File: config.mk
export PLATFORM = sky130hd
export DESIGN_NAME = knee_exposure_timer
export DESIGN_NICKNAME = d
export VERILOG_FILES = /design/src/rtl/knee_exposure_timer.sv
export SDC_FILE = /design/constraint.sdc
export NUM_CORES = 1
export LEC_CHECK = 0
export BUFFER_PORTS_ARGS = -buffer_cell sky130_fd_sc_hd__buf_2
export CORE_MARGIN = 3
export CORE_UTILIZATION = 25
export DETAILED_ROUTE_END_ITERATION = 8
export PLACE_DENSITY = 0.43
export SLEW_MARGIN = 15
export SYNTH_ARGS = -nofsm -noshare
export SYNTH_HDL_FRONTEND = slang
export SYNTH_SLANG_ARGS = --single-unit
export TNS_END_PERCENT = 100
File: constraint.sdc
create_clock -name clk -period 3.3 [get_ports clk]
set_input_delay 0.495 -clock clk [delete_from_list [all_inputs] [get_ports clk]]
set_output_delay 0.495 -clock clk [all_outputs]
set_load 0.01 [all_outputs]
File: src/rtl/knee_exposure_timer.sv
module knee_exposure_timer #(
  parameter int TW = 15,
  parameter int RW = 4
) (
  input  logic          clk,
  input  logic          rst_n,
  input  logic          frame_start,
  input  logic          row_tick,
  input  logic [TW-1:0] cfg_total,
  input  logic [RW-1:0] cfg_sh2,
  input  logic [RW-1:0] cfg_sh3,
  input  logic          cfg_auto,
  input  logic          cfg_single,
  input  logic [TW-1:0] cfg_len2,
  input  logic [TW-1:0] cfg_len3,
  input  logic          cfg_ind_off,
  input  logic          cfg_ind_inv,
  output logic [1:0]    phase,
  output logic          expo_out,
  output logic          expo_done
);
  localparam logic [1:0] PH_A = 2'd0;
  localparam logic [1:0] PH_B = 2'd1;
  localparam logic [1:0] PH_C = 2'd2;
  localparam logic [1:0] PH_IDLE = 2'd3;

  logic [TW-1:0] n1, n2, n3, first_len, nxt_len;
  logic [TW:0]   knees;
  logic [1:0]    first_ph, nxt_ph;
  logic [TW-1:0] d2, d3, cnt;
  logic          ind_off, ind_inv;

  assign n3 = cfg_auto ? (cfg_total >> cfg_sh3) : cfg_len3;
  assign n2 = cfg_single ? '0 : (cfg_auto ? (cfg_total >> cfg_sh2) : cfg_len2);
  assign knees = {1'b0, n2} + {1'b0, n3};
  assign n1 = (knees >= {1'b0, cfg_total}) ? '0 : cfg_total - knees[TW-1:0];

  always_comb begin
    if (n1 != '0) begin
      first_ph = PH_A; first_len = n1;
    end else if (n2 != '0) begin
      first_ph = PH_B; first_len = n2;
    end else if (n3 != '0) begin
      first_ph = PH_C; first_len = n3;
    end else begin
      first_ph = PH_IDLE; first_len = '0;
    end
  end

  always_comb begin
    nxt_ph = PH_IDLE;
    nxt_len = '0;
    if (phase == PH_A && d2 != '0) begin
      nxt_ph = PH_B; nxt_len = d2;
    end else if ((phase == PH_A || phase == PH_B) && d3 != '0) begin
      nxt_ph = PH_C; nxt_len = d3;
    end
  end

  always_ff @(posedge clk or negedge rst_n) begin
    if (!rst_n) begin
      phase     <= PH_IDLE;
      cnt       <= '0;
      d2        <= '0;
      d3        <= '0;
      ind_off   <= 1'b0;
      ind_inv   <= 1'b0;
      expo_done <= 1'b0;
    end else begin
      expo_done <= 1'b0;
      if (frame_start) begin
        d2      <= n2;
        d3      <= n3;
        ind_off <= cfg_ind_off;
        ind_inv <= cfg_ind_inv;
        phase   <= first_ph;
        cnt     <= first_len;
      end else if (row_tick && phase != PH_IDLE) begin
        if (cnt <= 1) begin
          phase <= nxt_ph;
          cnt   <= nxt_len;
          if (nxt_ph == PH_IDLE) expo_done <= 1'b1;
        end else begin
          cnt <= cnt - 1'b1;
        end
      end
    end
  end

  assign expo_out = ind_off ? ind_inv : ((phase != PH_IDLE) ^ ind_inv);
endmodule

======== After elaboration in Yosys (flattened, before gate mapping) ========
Cells that the tools add are included.
word-level totals
  memories ................................ 0
  bits in read-only memories .............. 0
  output and inout port bits .............. 4
  word-level logic and storage cells ...... 56
  RAM bits ................................ 0
  register bits ........................... 50
  latch bits .............................. 0
operators by class
  bitwise gates (word level) .............. 1
  order comparisons ....................... 2
  $mul .................................... 0
  equal/unequal tests ..................... 3
  shift operators ......................... 2
  add/sub/neg operators ................... 3
  div/mod/pow operators ................... 0
  muxes and demuxes ....................... 25
  reduce and logical (&&, ||, !) cells .... 13
operator list
  cell                     count
  $mux W15                 12
  $reduce_bool A15 Y1      5
  $shr A15 B4 Y15          2
  $add A15 B15 Y16         1
  $ge A16 B15 Y1           1
  $le A15 B1 Y1 const B    1
  $sub A15 B1 Y15 const B  1
  $sub A15 B15 Y15         1
  $mux W2                  6
  $mux W1                  7
  $reduce_bool A2 Y1       2
  $logic_and A1 B1 Y1      3
  $eq A2 B1 Y1 const B     1
  $eq A2 B2 Y1 const B     1
  $logic_not A2 Y1         1
  $ne A2 B2 Y1 const B     1
  $reduce_and A2 Y1        1
  $logic_or A1 B1 Y1       1
  $xor A1 B1 Y1            1

======== Logic depth before layout (Yosys ltp) ========
  word-level depth ........................ 10
  gate-level depth with buffers ........... 31

======== Least setup slack after synthesis ========
Ideal clock, no wire load.
  kind .................................... input to register
  start point ............................. input cfg_sh3[1]
  end point ............................... register cnt[4]
  arrival ................................. 6.140 ns
  setup time .............................. 0.087 ns
  path slack .............................. -2.927 ns
  cell stages on the path ................. 29
  cells stage by stage .................... clkbuf_1 clkbuf_1 mux4_2 mux2i_1 nor3_1 a211oi_1 inv_1 ha_1 inv_1 fa_1 nor2b_1 o21a_1 o21ai_0 a21oi_1 o31ai_1 o21bai_1 a21oi_1 xnor2_1 ha_1 and3_1 nand4_1 a2111oi_0 a211o_1 a21oi_1 xnor2_1 nor4_1 clkbuf_1 o21ai_1 a22oi_1
on the way
  word-level cells in the longest chain between the ends .. 8
  elaborated cells on any way between the ends .. 12
RTL lines
  element                                             line  RTL
  start, declared                                     11    input logic [RW-1:0] cfg_sh3,
  $shr A15 B4 Y15 (*)                                 33    assign n3 = cfg_auto ? (cfg_total >> cfg_sh3) : cfg_len3;
  $mux W15 (*)                                        33
  via n3[0]                                           27    logic [TW-1:0] n1, n2, n3, first_len, nxt_len;
  $add A15 B15 Y16                                    35    assign knees = {1'b0, n2} + {1'b0, n3};
  $sub A15 B15 Y15 or $ge A16 B15 Y1 (tied branches)  36    assign n1 = (knees >= {1'b0, cfg_total}) ? '0 : cfg_total - knees[TW-1:0];
  $mux W15                                            36
  $reduce_bool A15 Y1                                 39    if (n1 != '0) begin
  $mux W15 (*)                                        39
  $mux W15 (*)                                        71    if (frame_start) begin
  end signal, assigned                                77    cnt <= first_len;
  end signal, assigned                                81    cnt <= nxt_len;
  end signal, assigned                                84    cnt <= cnt - 1'b1;
  end, declared                                       30    logic [TW-1:0] d2, d3, cnt;
The timed path passes the listed nets; every way through them passes the cells marked *.
A chain may end at the register's enable or synchronous reset.

======== Worst setup path in the final report ========
  start point ............................. input cfg_sh2[0]
  end point ............................... register cnt[4]
on the way
  word-level cells in the longest chain between the ends .. 9
  elaborated cells on any way between the ends .. 12
RTL lines
  element                                             line  RTL
  start, declared                                     10    input logic [RW-1:0] cfg_sh2,
  $shr A15 B4 Y15 (*)                                 34    assign n2 = cfg_single ? '0 : (cfg_auto ? (cfg_total >> cfg_sh2) : cfg_len2);
  $mux W15 (*) (2 in a row)                           34
  via n2[0]                                           27
  $add A15 B15 Y16                                    35
  $sub A15 B15 Y15 or $ge A16 B15 Y1 (tied branches)  36
  $mux W15                                            36
  $reduce_bool A15 Y1                                 39
  $mux W15 (*)                                        39
  $mux W15 (*)                                        71
Marks and branches as above.

==> metrics <==
CTS tree done; drt first-iter violations ~480; die outline area roughly 27000 sq um; internal power between 2 and 2.5 mW; Async S/R FF share, synth 1.000; Post-Syn Area per Cell slightly below 8 sq um; Top cell by count, worst path buf_4; Flop pwr share 0.227; Worst setup SP type input port; placed insts between 1000 and 1500; Inserted Clock Buffers 5; CP Class input port to flop; total core area roughly 25000 sq um; Syn Nets around 900; Clk pwr share 0.163; RSZ-0062 raised after global routing yes; number of vias per cell 5.026; post-route ant nets 0; area of the mapped netlist roughly 6400 sq um; class of the worst hold path input port to asynchronous set/reset pin; First-pass DRT Iterations 5; Sw Share 0.4000; Final Core Density 0.3788; Root Driver clkbuf_16; first-pass GRT wire length roughly 40 mm; gr usage total 0.1819; Gate power share 0.609; Pleak around 4.4 nW; Chip Width about 170 microns; Power per Cell Area roughly 400 nW/um^2; most common cell after layout, fill and taps aside buf_4; fin crit share 1.632; Main synth FF type dfrtp_1; Vias slightly above 7000; status finished with violations; die height between 150 and 200 microns; Worst setup EP type flop; Clock Sinks 50; CTS H-tree lvls 2; final hold violation count 0; clk buf depth 2; P_sw roughly 1.5 mW; Min Clock Period, post-route 5385 ps; sequential area share after synthesis 0.1967; final wirelength around 26 mm; n_diodes 0; Nets between 1000 and 1500; WP data required between 3000 and 4000 ps; Cell Count, Final, Fillers Out about 1400; # IOs 65; CP max stage delay around 480 ps; area grow syn2layout 46.69%; GRT Residual Overflow 0; clock latency on the worst-skew pair roughly 300 ps; DP HPWL between 20 and 25 mm; WP data arrival around 5600 ps; pin count of the biggest net entering global routing 76; quantity of hold-fixing buffers added after cts 0; skew final 10.74 ps; Synth cell types 76; Residual DRC 0; std cell rows 57; failing checks negative setup slack; layout cells sized above 1 0.3827; DR WL/cell between 15 and 20 microns; crit path max-delay cell type mux4_2; max-cap viol count 0; Slew headroom 0.4412; clk slew on worst S/H paths roughly 60 ps; flop and latch count out of synthesis 50; Final Max Tran Viols 0; initial antenna violation count 0; Worst VDD drop 0.0002483 V; # setup viols final 17; Hold Slack 322.6 ps; Yosys warnings 0; crit-path max FO 6; Post-synth EDFFs 0; gpl congestion roughly 0.85; fin worst setup slack -2085 ps; total power between 3 and 4 mW; Starting Density 0.2582; most frequent cells in the layout buf_4 (263), a21oi_1 (88), inv_1 (67); I/O Buffers 64; worst-margin pin slew roughly 840 ps; Syn Inst Count 811; Fmax 0.1857 GHz; vias in the first global route approximately 7000
[layout make-up]
cell class                      count  area, sq um
Timing Repair Buffer              332         2395
Clock inverter                      2        38.79
Tap cell                          324        405.4
Clock buffer                        6        138.9
Multi-Input combinational cell    640         4853
Sequential cell                    50         1254
Fill cell                        2671        15330
Inverter                           70        262.8
[power groups by stage]
stage	registers, mW	clock network, mW	logic [mW]
2_1_floorplan	0.837	0	1.17
3_3_place_gp	0.880	0	2.15
3_5_place_dp	0.879	0	2.15
4_1_cts	0.868	0.632	2.29
5_1_grt	0.893	0.653	2.57
6_report	0.871	0.625	2.33
[kinds of logic (layout without fill, tap and decap cells)]
group | count (synthesis) | in the layout | share of synthesized area
AO/OA/AOI/OAI | 293 | 293 | 0.3014
XOR/XNOR | 22 | 22 | 0.03024
adder cells (fa/ha/maj) | 47 | 47 | 0.09464
buffers and inverters | 121 | 410 | 0.07618
flip-flops | 50 | 50 | 0.1967
multiplexers | 47 | 47 | 0.1137
AND/OR/NAND/NOR | 231 | 231 | 0.1871
[Yosys cell counts (18+ instances only)]
cell,number,area share
a21oi_1,95,0.075
inv_1,69,0.041
nor2_1,66,0.039
dfrtp_1,48,0.19
ha_1,45,0.088
nand2_1,44,0.026
o21ai_0,40,0.031
clkbuf_1,37,0.022
nor2b_1,21,0.021
mux4_2,19,0.067
nor3_1,19,0.015
a22oi_1,18,0.021
[repair_timing]
| action | CTS | global route |
|---|---|---|
| setup buffers | 13 | 7 |
| pin swaps | 13 | 32 |
| endpoints found under the setup margin | 17 | 17 |
| resized for setup | 34 | 17 |
[stage by stage]
stage	area (sq um)	worst slack (ps)	TNS, ps
global placement	8823	-2517	-41510
global route	9348	-2395	-40200
finish	9348	-2085	-35010
detailed placement	8823	-2533	-41800
floorplan	6461	-2117	-35030
CTS	9233	-2063	-34690
[worst max-delay path: cells and delay by family]
family                     cells  cell delay, ps
xor gates and xnor gates       1             120
and+or+nand+nor                5             740
muxes                          2             760
AOI/OAI and AO/OA             12            1920
buffers and inverters          7             800
adders and majority gates      3             740
[registers in the layout (all words and copies together) (netlist names)]
register,count
ind_off,1
expo_done,1
cnt,15
d3,15
phase,2
d2,15
ind_inv,1
[worst paths after layout]
kind	endpoint	start	depth (start not counted)	slack [ps]
max	cnt[4]	cfg_sh2[0]	30	-2090
min	cnt[5]	rst_n	2	320
max reg2reg	cnt[12]	d2[7]	9	340
min reg2reg	ind_off	ind_off	1	520
max in group asynchronous	cnt[12]	rst_n	2	2510
min in group clk	ind_inv	cfg_ind_inv	2	430
[per-layer routing]
layer / GRT usage / part of all wire
met3: 0.01120 / 0.029
met5: 0 / 0
met4: 0.03653 / 0.015
met2: 0.3031 / 0.47
met1: 0.2616 / 0.48
Note: power is estimated with default switching activity, not from simulation.
